`src/rtl/octal_ctrl_pkg.sv`:
```
// Package: shared mode encoding for the octal channel controller.
// Assumes the 2-bit field layout of the command word.
package octal_ctrl_pkg;
    typedef enum logic [1:0] {
        MODE_STBY = 2'b00,
        MODE_PASS = 2'b01,
        MODE_ON   = 2'b10,
        MODE_OFF  = 2'b11
    } ch_mode_e;
endpackage

```
`src/rtl/oc_spi_frame.sv`:
```
// Serial frame engine. It shifts in command bits on serial clock rises,
// checks the frame length, commits the command word and shifts out the
// fault snapshot. It assumes the serial pins are synchronous to clk and
// that each serial level lasts at least two clk cycles.
module oc_spi_frame #(
    parameter int FRAME_BITS = 16
) (
    input  logic                  clk,
    input  logic                  rst_n,
    input  logic                  csb_i,
    input  logic                  sclk_i,
    input  logic                  si_i,
    input  logic [FRAME_BITS-1:0] snap_i,
    input  logic                  err_set_i,
    output logic                  so_o,
    output logic [FRAME_BITS-1:0] cmd_o,
    output logic                  commit_o
);
    localparam int CW = $clog2(FRAME_BITS + 1);
    localparam logic [CW-1:0] CNT_MAX  = {CW{1'b1}};
    localparam logic [CW-1:0] CNT_FULL = CW'(FRAME_BITS);

    logic                  csb_q, sclk_q;
    logic [CW-1:0]         cnt_q;
    logic [FRAME_BITS-1:0] rx_q, tx_q, cmd_q;
    logic                  started_q, ter_q, err_q;
    logic                  csb_fall, csb_rise, sck_rise, sck_fall, frame_ok;

    assign csb_fall = csb_q & ~csb_i;
    assign csb_rise = ~csb_q & csb_i;
    assign sck_rise = ~csb_i & sclk_i & ~sclk_q;
    assign sck_fall = ~csb_i & ~sclk_i & sclk_q;
    assign frame_ok = csb_rise && (cnt_q == CNT_FULL);

    // Pin history for edge detection.
    always_ff @(posedge clk) begin
        if (!rst_n) begin
            csb_q  <= 1'b1;
            sclk_q <= 1'b0;
        end else begin
            csb_q  <= csb_i;
            sclk_q <= sclk_i;
        end
    end

    // Receive side: bit counter (saturating) and input shifter.
    always_ff @(posedge clk) begin
        if (!rst_n) begin
            cnt_q <= '0;
            rx_q  <= '0;
        end else if (csb_fall) begin
            cnt_q <= '0;
        end else if (sck_rise) begin
            rx_q  <= {rx_q[FRAME_BITS-2:0], si_i};
            if (cnt_q != CNT_MAX) cnt_q <= cnt_q + 1'b1;
        end
    end

    // Command register: all ones at reset, loaded only by a full frame.
    always_ff @(posedge clk) begin
        if (!rst_n) cmd_q <= '1;
        else if (frame_ok) cmd_q <= rx_q;
    end

    // Error latch: set by a bad length or an external event, consumed at frame start.
    always_ff @(posedge clk) begin
        if (!rst_n) err_q <= 1'b0;
        else if (err_set_i || (csb_rise && !frame_ok)) err_q <= 1'b1;
        else if (csb_fall) err_q <= 1'b0;
    end

    // Transmit side: capture snapshot and error bit, shift on clock falls.
    always_ff @(posedge clk) begin
        if (!rst_n) begin
            tx_q      <= '0;
            started_q <= 1'b0;
            ter_q     <= 1'b0;
        end else if (csb_fall) begin
            tx_q      <= snap_i;
            started_q <= 1'b0;
            ter_q     <= err_q | err_set_i;
        end else if (sck_rise) begin
            started_q <= 1'b1;
        end else if (sck_fall && started_q) begin
            tx_q      <= {tx_q[FRAME_BITS-2:0], 1'b0};
        end
    end

    assign so_o     = csb_q ? 1'b0 : (started_q ? tx_q[FRAME_BITS-1] : ter_q);
    assign cmd_o    = cmd_q;
    assign commit_o = frame_ok;
endmodule

```
`src/rtl/oc_channel.sv`:
```
// One output channel. It decodes its 2-bit mode into gate and diagnostic
// drive and keeps sticky fault flags. It assumes fault inputs are pulses
// synchronous to clk. diag_ok_i is low until the first frame is accepted.
module oc_channel
    import octal_ctrl_pkg::*;
(
    input  logic       clk,
    input  logic       rst_n,
    input  logic [1:0] mode_i,
    input  logic       par_in_i,
    input  logic       ol_p_i,
    input  logic       ov_p_i,
    input  logic       diag_ok_i,
    output logic       gate_o,
    output logic       diag_o,
    output logic       ol_o,
    output logic       ov_o
);
    ch_mode_e mode;
    assign mode = ch_mode_e'(mode_i);

    // Output decode per mode.
    always_comb begin
        unique case (mode)
            MODE_STBY: begin gate_o = 1'b0;     diag_o = 1'b0;      end
            MODE_PASS: begin gate_o = par_in_i; diag_o = ~par_in_i; end
            MODE_ON:   begin gate_o = 1'b1;     diag_o = 1'b0;      end
            default:   begin gate_o = 1'b0;     diag_o = diag_ok_i; end
        endcase
    end

    // Sticky fault flags, cleared and held clear in standby.
    always_ff @(posedge clk) begin
        if (!rst_n || mode == MODE_STBY) begin
            ol_o <= 1'b0;
            ov_o <= 1'b0;
        end else begin
            ol_o <= ol_o | ol_p_i;
            ov_o <= ov_o | ov_p_i;
        end
    end
endmodule

```
`src/rtl/octal_chan_ctrl.sv`:
```
// Top of the octal channel controller: the serial frame engine plus one
// channel slice per output. It assumes all inputs are synchronous to clk.
module octal_chan_ctrl #(
    parameter int NCH = 8
) (
    input  logic           clk,
    input  logic           rst_n,
    input  logic           csb_i,
    input  logic           sclk_i,
    input  logic           si_i,
    output logic           so_o,
    input  logic [NCH-1:0] par_in_i,
    input  logic [NCH-1:0] ol_flt_i,
    input  logic [NCH-1:0] ov_flt_i,
    input  logic           mode_exit_i,
    output logic [NCH-1:0] gate_o,
    output logic [NCH-1:0] diag_o
);
    localparam int FB = 2 * NCH;

    logic [FB-1:0]  cmd, snap;
    logic [NCH-1:0] flt_ol, flt_ov;
    logic           commit, por_q;

    // Power-on marker: cleared by the first accepted frame.
    always_ff @(posedge clk) begin
        if (!rst_n) por_q <= 1'b1;
        else if (commit) por_q <= 1'b0;
    end

    oc_spi_frame #(.FRAME_BITS(FB)) u_frame (
        .clk(clk), .rst_n(rst_n), .csb_i(csb_i), .sclk_i(sclk_i), .si_i(si_i),
        .snap_i(snap), .err_set_i(mode_exit_i), .so_o(so_o),
        .cmd_o(cmd), .commit_o(commit)
    );

    for (genvar n = 0; n < NCH; n++) begin : g_ch
        oc_channel u_ch (
            .clk(clk), .rst_n(rst_n), .mode_i(cmd[2*n+1:2*n]),
            .par_in_i(par_in_i[n]), .ol_p_i(ol_flt_i[n]), .ov_p_i(ov_flt_i[n]),
            .diag_ok_i(~por_q), .gate_o(gate_o[n]), .diag_o(diag_o[n]),
            .ol_o(flt_ol[n]), .ov_o(flt_ov[n])
        );
        assign snap[2*n]   = flt_ov[n];
        assign snap[2*n+1] = flt_ol[n];
    end
endmodule

```
`config.mk`:
```
export PLATFORM = sky130hd
export DESIGN_NAME = octal_chan_ctrl
export DESIGN_NICKNAME = d
export VERILOG_FILES = /design/src/rtl/octal_ctrl_pkg.sv /design/src/rtl/oc_spi_frame.sv /design/src/rtl/oc_channel.sv /design/src/rtl/octal_chan_ctrl.sv
export SDC_FILE = /design/constraint.sdc
export NUM_CORES = 1
export LEC_CHECK = 0
export BUFFER_PORTS_ARGS = -buffer_cell sky130_fd_sc_hd__buf_2
export CORE_ASPECT_RATIO = 0.8
export CORE_MARGIN = 1
export CORE_UTILIZATION = 55
export CTS_CLUSTER_SIZE = 25
export DETAILED_ROUTE_END_ITERATION = 10
export GPL_ROUTABILITY_DRIVEN = 1
export PLACE_DENSITY = 0.76
export SLEW_MARGIN = 20
export SYNTH_ARGS = -nofsm -noshare
export SYNTH_HDL_FRONTEND = slang
export SYNTH_HIERARCHICAL = 1
export SYNTH_SLANG_ARGS = --single-unit
```
`constraint.sdc`:
```
create_clock -name clk -period 3 [get_ports clk]
set_input_delay 0.15 -clock clk [delete_from_list [all_inputs] [get_ports clk]]
set_output_delay 0.15 -clock clk [all_outputs]
set_load 0.02 [all_outputs]
```
==> impl_metrics.ini, run 1 <==
[outcome]
status = complete, no violations

[clock_tree]
htreeDepth = 3
cts_sinks = 75
clk_pin_slew_ps = 70
cts_inserted_buffers = 9
clock_latency_ps = 340
cts_root_buffer = clkbuf_8
cts_buffer_depth = 2
cts_tree = done
post_cts_buffers = 0

[timing]
finalSetupTns_ps = 0
rsz0062_at_grt = false
finClkSkew_ps = 7.80
finalCriticalPeriod_ps = 1970
post-route-period-util_pct = 65.6
fin_hold_ws_ps = 18.9
setup_viol = 0
maxSlewHeadroom_pct = 45.7
hold_violations = 0
postLayoutSetupSlackWorst_ps = 1030
max_freq_mhz = 508
tightest_slew_ps = 814
report.final.slew_viol_count = 0

[synth]
synth.net_count = 494
synth_edf_count = 0
synth_top_area_share_pct = 38.2
ys.flop_type = dfxtp_1
yosys_register_bits = 75
yosysWarnings = 6
synth_cell_type_count = 34
yosys.area.top_type = dfxtp_1
synthCells = 429
ys_async_sr_fraction_pct = 0
syn_area_um2 = 3930
synth.area.top_cells = dfxtp_1 (38%), ha_1 (11%), mux2i_1 (9.2%)
avgSynthCellArea_um2 = 9.15
ys_seq_area_share_pct = 38.2

[route]
firstDrtPassIters = 4
num_vias = 2840
wirelength_um = 6910
post_drt_wl_per_cell_um = 12.4
drtIter0Drc = 100
vias_per_cell = 5.09
detail-route-antenna-nets = 0
drcViolationCount = 0

[setup_path]
cp_common_cell = ha_1
cp_max_fo = 5
crit_buf_inv = 0
critical_path_class = reg2reg
crit_family = simple AND/OR/NAND/NOR gates
crit_path_start_kind = flip-flop
crit_path_max_incr_delay_ps = 580
crit_arrival_ps = 2190
required_ps = 3220
crit_path_end_kind = flip-flop
path_cells = ha_1 > and3_1 > ha_1 > nor4b_2 > nand4_1 > mux2i_1
cp_slowest_cell = nor4b_2

[floorplanning]
start_util_pct = 57.0
rows = 27
io_pins = 47
die_h_um = 77.6
die-area_um2 = 7480
die_x_um = 96.5
core_um2 = 6890

[power]
intPower_mw = 1.51
leakagePower_nw = 1.90
ir_worst_vdd_mv = 0.303
p_per_area_nw_per_um2 = 449
p_sw_mw = 0.451
p_sw_share_pct = 23.0
clkPwrFrac_pct = 38.4
seq_power_share_pct = 53.5
p_comb_share_pct = 8.1

[finish]
layout_commonest_cell = dfxtp_1
n_fill_cell = 600
finalNetCount = 531
area_growth_pct = 11.1
stdcell_count = 558
drive_gt1_share_pct = 24.0
final_cell_mix = dfxtp_1 (75), buf_2 (45), nand2_1 (43), nor2b_1 (40), nor2_1 (38)
postLayoutCellArea_um2 = 4360
antenna_cells = 0

[place]
gp_congestion = 0.731
dp_slack_ps = 1050
dp.final_hpwl_um = 4690
placed_cells = 541
io_buffers = 46
placed_cell_area_um2 = 4160

[global_routing]
grt_pass1_vias = 2605
grt_usage_pct = 19.9
antenna_found_initial = 0
grt_start_max_net_pins = 115
overflow = 0
grt_pass1_wl_um = 11600

[flow_run]
drv_cap = 0

[min_path]
timing.hold.worst.class = in2reg
## through the flow
step	power (mW)	utilization (%)
floorplan	1.18	-
global placement	1.22	60.3
detailed placement	1.23	60.3
CTS	1.98	63.3
global route	2.05	63.3
finish	1.96	63.3
## cell type report
cell class / count / area, um2 / share of cell area, %
Multi-Input combinational cell: 310 / 2210 / 50.8
Sequential cell: 75 / 1500 / 34.4
Timing Repair Buffer: 50 / 269 / 6.17
Clock buffer: 11 / 141 / 3.24
Tap cell: 87 / 109 / 2.49
Inverter: 20 / 75.1 / 1.72
Clock inverter: 5 / 52.6 / 1.20
## power groups by stage
stage               Combinational (mW)  Sequential, mW  Clock (mW)
global placement                 0.152            1.07           0
floorplan                        0.118            1.07           0
finish                           0.158            1.05       0.751
CTS                              0.159            1.05       0.776
global route                     0.175            1.05       0.825
detailed placement               0.156            1.07           0
## worst min-delay path, stage by stage
cell	delay (ps)
buf_2	80
nor2_1	30
nor2_1	60
## cells in the mapped netlist, drive strengths merged (3+ instances only)
cell type / count
o211ai: 15
dfxtp: 75
clkbuf: 14
inv: 20
buf: 10
ha: 35
a21oi: 11
or2: 15
nand3: 19
nand3b: 3
nor2: 38
mux2i: 36
o21ai: 25
nand2b: 19
nor2b: 40
nand2: 43
## repair_timing
action | 4_1_cts | 5_1_grt
resized for setup | 0 | 0
hold endpoints to repair | 1 | 0
hold buffers | 1 | 0
## final timing paths
path                          from                 to  slack [ps]  cells past startpoint
setup reg to reg  u_frame/cnt_q[0]   u_frame/cnt_q[3]        1030                      6
hold reg to reg    u_frame/tx_q[4]    u_frame/tx_q[4]         460                      2
hold / removal         ol_flt_i[0]  g_ch[0].u_ch/ol_o          20                      3
setup / recovery  u_frame/cnt_q[0]   u_frame/cnt_q[3]        1030                      6
## kinds of logic (layout without fill, tap and decap cells)
family          after synthesis  in the layout  share of synthesized area, %
simple gates                184            184                          25.7
flops                        75             75                          38.2
compound gates               54             54                          10.1
buf+inv                      44             86                          5.48
mux                          36             36                          9.18
fa+ha+maj                    35             35                          11.2
xor+xnor                      1              1                         0.223
## state kept, by name, summed over array words and instances, names as in the netlist, 5 cells and up
name,cells
g_ch.u_ch/ol_o,8
g_ch.u_ch/ov_o,8
u_frame/cmd_o,16
u_frame/cnt_q,5
u_frame/rx_q,16
u_frame/tx_q,16
## routing by layer
layer	track usage (%)	vias up	part of all wire, %
met2	32.0	52	46
met4	3.97	0	0.36
li1	-	1493	-
met1	26.1	1293	49
met3	6.57	2	4.3
met5	0	-	0
No activity file was read; power rests on OpenSTA's default activity.
==> run 2: changes to the inputs <==
--- a/config.mk
+++ b/config.mk
@@ -5,6 +5,7 @@
 export SDC_FILE = /design/constraint.sdc
 export NUM_CORES = 1
 export LEC_CHECK = 0
+export ABC_AREA = 1
 export BUFFER_PORTS_ARGS = -buffer_cell sky130_fd_sc_hd__buf_2
 export CORE_ASPECT_RATIO = 0.8
 export CORE_MARGIN = 1
==> constraint.sdc (replaced) <==
create_clock -name clk -period 1.9 [get_ports clk]
set_input_delay 0.095 -clock clk [delete_from_list [all_inputs] [get_ports clk]]
set_output_delay 0.095 -clock clk [all_outputs]
set_load 0.02 [all_outputs]
==> run 2 against run 1 <==
Final cell count increased by 21%. Sequential share of layout area decreased by 0.60 points. Hold slack got worse by 2.1 ps. Critical endpoint is now gate_o[4]. Largest cell class unchanged.
==> impl_metrics.ini, run 2 <==
[synth]
avgSynthCellArea_um2 = 7.17
synth.net_count = 584
ys.flop_type = dfxtp_1
synth.area.top_cells = dfxtp_1 (40%), nand2_1 (17%), ha_1 (12%)
ys_seq_area_share_pct = 40.3
yosysWarnings = 6
yosysMostFrequentCell = nand2_1
netlist_top_cells_count = nand2_1 (165), dfxtp_1 (75), inv_1 (66), nand3_1 (55), nor2_1 (41)
synth_top_area_share_pct = 40.3
yosys_register_bits = 75
yosys.area.top_type = dfxtp_1
synth_cell_type_count = 23
ys_async_sr_fraction_pct = 0
synth.mux.area_fraction_pct = 0
synth_top_family_by_area = simple AND/OR/NAND/NOR gates
synthCells = 519
yosys.area_share.simple_pct = 30.4
synth_compound_area_share_pct = 7.53
synthXorXnorAreaFrac_pct = 0.235
synth_edf_count = 0
yosys.area_share.adder_pct = 11.8
syn_area_um2 = 3720

[finish]
drive_gt1_share_pct = 14.9
n_fill_cell = 553
multi_input_area_um2 = 1860
layout_commonest_cell = nand2_1
area_growth_pct = 19.3
final_cell_mix = nand2_1 (165), dfxtp_1 (75), inv_1 (66), nand3_1 (55), buf_2 (46)
antenna_cells = 0
finalNetCount = 649
regArea_um2 = 1500

[floorplanning]
rows = 26
io_pins = 47
die-area_um2 = 7100
start_util_pct = 57.5
core_um2 = 6470
die_h_um = 75.6
die_x_um = 94.0

[timing]
hold_violations = 0
setup_viol = 0
postLayoutSetupSlackWorst_ps = 360
post-route-period-util_pct = 81.1
tightest_slew_ps = 426
maxSlewHeadroom_pct = 71.5
finalSetupTns_ps = 0
finalCriticalPeriod_ps = 1540
finClkSkew_ps = 6.70
rsz0062_at_grt = false
report.final.slew_viol_count = 0
max_freq_mhz = 649

[route]
wirelength_um = 7980
drcViolationCount = 0
firstDrtPassIters = 4
detail-route-antenna-nets = 0
drtIter0Drc = 96
post_drt_wl_per_cell_um = 11.8
num_vias = 3357
vias_per_cell = 4.99

[power]
p_comb_share_pct = 6.8
p_per_area_nw_per_um2 = 758
ir_worst_vdd_mv = 0.652
seq_power_share_pct = 48.8
leakagePower_nw = 2.26
p_sw_share_pct = 22.2
clkPwrFrac_pct = 44.4
intPower_mw = 2.62
p_sw_mw = 0.745

[global_routing]
grt_pass1_vias = 3142
grt_usage_pct = 24.7
overflow = 0
antenna_found_initial = 0
grt_pass1_wl_um = 13500
grt_start_max_net_pins = 34

[setup_path]
path_cells = inv_1 > ha_1 > inv_1 > a21oi_2 > buf_2
reg2reg_from = u_frame/cnt_q[0]
reg2reg_depth = 7
cp_slowest_cell = dfxtp_1
cp_max_fo = 4
critical_path_class = reg2out
r2r-end = u_frame/cnt_q[0]
rrSetupSlack_ps = 440
required_ps = 1800
crit_path_start_kind = flip-flop
crit_buf_inv = 3
worstSetupStartpoint = u_frame/cmd_o[8]
crit_arrival_ps = 1450
cp.depth = 5
crit_family = flip-flops
cp_common_cell = inv_1
crit_path_end = gate_o[4]
crit_path_end_kind = output port
crit_path_max_incr_delay_ps = 410

[clock_tree]
cts_inserted_buffers = 9
clk_pin_slew_ps = 80
clock_latency_ps = 340
cts_tree = done
cts_root_buffer = clkbuf_8
post_cts_buffers = 0
cts_sinks = 75
cts_buffer_depth = 2
htreeDepth = 3
cts_resized = 0

[place]
io_buffers = 46
dp_slack_ps = 475
gp_congestion = 0.781
dp.final_hpwl_um = 5460

[flow_run]
drv_cap = 0

[outcome]
status = complete, no violations

[min_path]
timing.hold.worst.class = in2reg
## run 2: how the worst min path moves through the flow
stage                 from                 to  cells after the start
2_1_floorplan        rst_n              por_q                      1
3_3_place_gp   ol_flt_i[5]  g_ch[5].u_ch/ol_o                      3
3_5_place_dp   ol_flt_i[5]  g_ch[5].u_ch/ol_o                      3
4_1_cts        ov_flt_i[6]  g_ch[6].u_ch/ov_o                      3
5_1_grt        ov_flt_i[6]  g_ch[6].u_ch/ov_o                      3
6_report       ov_flt_i[6]  g_ch[6].u_ch/ov_o                      3
## run 2: metal layers
layer	vias up	track usage, %	wire length [um]
met5	-	0	0
met4	0	10.1	124
met3	12	6.19	415
met2	98	42.0	3730
met1	1510	30.6	3710
li1	1737	-	-
## run 2: cell families (layout without fill, tap and decap cells)
group           after synthesis  count (layout)
simple gates                271             271
flops                        75              75
xor+xnor                      1               1
buf+inv                      87             157
fa+ha+maj                    35              35
compound gates               50              50
## run 2: metrics by stage
| stage | instance area [um2] | hold slack (ps) | util [%] | instances | total power, mW |
|---|---|---|---|---|---|
| 2_1_floorplan | 3720 | 164 | - | 519 | 1.80 |
| 3_3_place_gp | 4010 | 319 | 61.9 | 639 | 1.87 |
| 3_5_place_dp | 4010 | 323 | 61.9 | 639 | 1.88 |
| 4_1_cts | 4440 | 2.22 | 68.6 | 673 | 3.40 |
| 5_1_grt | 4440 | 22.2 | 68.6 | 673 | 3.50 |
| 6_report | 4440 | 16.8 | 68.6 | 673 | 3.37 |
## run 2: what timing repair did
item                                   CTS  global route
endpoints found under the hold margin   18             0
setup endpoints to repair                0             0
hold buffers                            18             0
## run 2: worst reg2reg max path: stages (launching register included)
cell and delay (ps):
dfxtp_1 410, ha_1 210, nand2_1 60, nor2_1 90, ha_1 160, nand3b_1 220
nand2_1 90, a21oi_1 150
## run 2: layout make-up
cell class	count	share of cell area [%]
clock buffer	10	3.10
clock inverter	6	2.54
inverter	70	5.92
multi-input combinational	357	41.8
sequential	75	33.8
tap	84	2.37
timing repair buffer	71	10.4
## run 2: power by group through the flow
stage          registers, mW  clock network [mW]  logic, mW
3_5_place_dp            1.68                   0      0.198
5_1_grt                 1.65                1.60      0.260
4_1_cts                 1.64                1.53      0.227
3_3_place_gp            1.68                   0      0.193
6_report                1.64                1.49      0.229
2_1_floorplan           1.67                   0      0.135
==> run 3: changes to the inputs <==
--- a/config.mk
+++ b/config.mk
@@ -5,15 +5,15 @@
 export SDC_FILE = /design/constraint.sdc
 export NUM_CORES = 1
 export LEC_CHECK = 0
-export ABC_AREA = 1
+export ABC_AREA = 0
 export BUFFER_PORTS_ARGS = -buffer_cell sky130_fd_sc_hd__buf_2
 export CORE_ASPECT_RATIO = 0.8
 export CORE_MARGIN = 1
-export CORE_UTILIZATION = 55
+export CORE_UTILIZATION = 53
 export CTS_CLUSTER_SIZE = 25
 export DETAILED_ROUTE_END_ITERATION = 10
 export GPL_ROUTABILITY_DRIVEN = 1
-export PLACE_DENSITY = 0.76
+export PLACE_DENSITY = 0.77
 export SLEW_MARGIN = 20
 export SYNTH_ARGS = -nofsm -noshare
 export SYNTH_HDL_FRONTEND = slang
==> constraint.sdc (replaced) <==
create_clock -name clk -period 1.4 [get_ports clk]
set_input_delay 0.07 -clock clk [delete_from_list [all_inputs] [get_ports clk]]
set_output_delay 0.07 -clock clk [all_outputs]
set_load 0.02 [all_outputs]
==> run 3 against run 2 <==
The run now ends with design-rule violations, negative setup slack left. Via count decreased by 5.5%. Non-clock buffer count increased by 28. Largest cell class unchanged. Total power is 34% higher. Critical path type is now reg2reg. Final cell count down 9.8%. Critical path depth up 2. Count of clock-buffer cells in the layout did not move. Combinational power is 97% higher. Largest power group unchanged. Sequential share of layout area is 5.7 points lower. Routed wire length is 16% higher. Sequential power is 35% higher. Clock power grew 22%. Worst setup slack worse by 580 ps.
==> impl_metrics.ini, run 3 (synthesized netlist as in run 1, its figures left out) <==
[setup_path]
crit_path_start_kind = flip-flop
cp_max_fo = 5
required_ps = 1640
worstSetupStartpoint = u_frame/cnt_q[1]
rrSetupSlack_ps = -220
reg2reg_depth = 7
crit_path_end = u_frame/cnt_q[3]
crit_arrival_ps = 1860
r2r-end = u_frame/cnt_q[3]
crit_path_end_kind = flip-flop
reg2reg_from = u_frame/cnt_q[1]
critical_path_class = reg2reg

[outcome]
violations = design-rule violations, negative setup slack
status = finished with violations

[timing]
maxSlewHeadroom_pct = 76.9
postLayoutSetupSlackWorst_ps = -220
tightest_slew_ps = 346
post-route-period-util_pct = 116
setup_viol = 24
finClkSkew_ps = 9.45
finalCriticalPeriod_ps = 1620
report.final.slew_viol_count = 0
rsz0062_at_grt = true
max_freq_mhz = 617
hold_violations = 0

[global_routing]
grt_pass1_vias = 2992
grt_pass1_wl_um = 13400
grt_start_max_net_pins = 52
antenna_found_initial = 0
grt_usage_pct = 22.1
overflow = 0

[floorplanning]
die_x_um = 98.2
start_util_pct = 55.9
die_h_um = 79.0
die-area_um2 = 7760
io_pins = 47
rows = 27
core_um2 = 7030

[route]
drtIter0Drc = 149
met3_length_um = 326
firstDrtPassIters = 10
detail-route-antenna-nets = 0
vias_per_cell = 5.23
met1_length_um = 4050
drcViolationCount = 4
top_layer = met4
wirelength_um = 9250
num_vias = 3174
wl_met2_um = 4750
post_drt_wl_per_cell_um = 15.2

[finish]
postLayoutCellArea_um2 = 5540
area_growth_pct = 41.0
antenna_cells = 0
layout_commonest_cell = dfxtp_1
final_cell_mix = dfxtp_1 (57), nand2_1 (43), nor2_1 (38), mux2i_1 (36), nor2b_1 (34)
n_fill_cell = 439
drive_gt1_share_pct = 43.1
finalNetCount = 580

[flow_run]
drv_cap = 0

[power]
p_sw_share_pct = 23.9
p_comb_share_pct = 10.1
leakagePower_nw = 2.14
seq_power_share_pct = 49.4
p_per_area_nw_per_um2 = 812
p_sw_mw = 1.08
intPower_mw = 3.42
clkPwrFrac_pct = 40.6
ir_worst_vdd_mv = 0.761

[place]
gp_congestion = 0.782
dp_slack_ps = -257
dp.final_hpwl_um = 5110
placed_cell_area_um2 = 4360
io_buffers = 46

[clock_tree]
cts_sinks = 75
clk_pin_slew_ps = 80
cts_inserted_buffers = 9
clock_latency_ps = 350
cts_buffer_depth = 2
htreeDepth = 3
cts_tree = done
cts_root_buffer = clkbuf_8

[min_path]
holdCritStartpoint = rst_n
timing.hold.worst.class = in2reg
==> run 3: cell types whose count changed in the layout (fill, tap and decap cells not counted), sizes merged, moves of 5 or more <==
cell	change
mux2i	+36
nand2	-125
nand2b	+19
o21ai	+23
a21oi	-37
nand3	-38
buf	+25
nor2	-5
nor2b	+40
o211ai	+15
or2	+15
inv	-50
==> run 3: metrics by stage <==
step | util (%) | total power [mW] | setup TNS (ps) | instances | hold slack (ps)
floorplan | - | 2.54 | -895 | 429 | 129
global placement | 62.0 | 2.65 | -2450 | 557 | 277
detailed placement | 62.0 | 2.67 | -3850 | 557 | 287
CTS | 71.1 | 4.51 | -2580 | 601 | 79.5
global route | 78.8 | 4.68 | -4990 | 607 | 87.1
finish | 78.8 | 4.50 | -3260 | 607 | 98.2
==> run 3: power by group through the flow <==
stage | Sequential, mW | Combinational, mW | Clock, mW
after detailed placement | 2.29 | 0.375 | 0
after CTS | 2.24 | 0.428 | 1.84
after floorplan | 2.28 | 0.255 | 0
after global placement | 2.29 | 0.362 | 0
final | 2.22 | 0.452 | 1.82
after global routing | 2.23 | 0.491 | 1.96
==> run 3: timing repair <==
item,4_1_cts,5_1_grt
gates resized for setup,58,98
cloned,1,2
buffers inserted,8,4
endpoints found under the hold margin,19,0
setup endpoints to repair,31,54
hold buffers,19,0
pin swaps,8,10
==> run 3: worst max-delay path, stage by stage, from the launching register on <==
cell and delay, ps:
dfxtp_2 350, ha_4 160, and3_4 150, ha_4 150, nor4b_4 240, buf_4 190
nand4_1 120, mux2i_1 140
==> run 3: worst min path at each step <==
stage	cells after the start	slack (ps)	to
after floorplan	1	130	por_q
after global placement	3	280	g_ch[6].u_ch/ol_o
after CTS	3	80	g_ch[2].u_ch/ol_o
final	3	100	g_ch[1].u_ch/ol_o
after detailed placement	3	290	g_ch[1].u_ch/ov_o
after global routing	3	90	g_ch[3].u_ch/ov_o
==> run 3: area by class of cell <==
cell class / instances / area, um2 / share of cell area, %
Clock buffer: 10 / 128 / 2.30
Inverter: 20 / 108 / 1.94
Tap cell: 87 / 109 / 1.97
Timing Repair Buffer: 99 / 873 / 15.8
Multi-Input combinational cell: 310 / 2670 / 48.2
Sequential cell: 75 / 1560 / 28.2
Clock inverter: 6 / 90.1 / 1.63
==> run 3: routing by layer <==
layer | vias to the layer above | GRT usage, %
met4 | 0 | 8.36
met5 | - | 0
met1 | 1490 | 27.3
met2 | 76 | 37.8
li1 | 1595 | -
met3 | 13 | 5.02
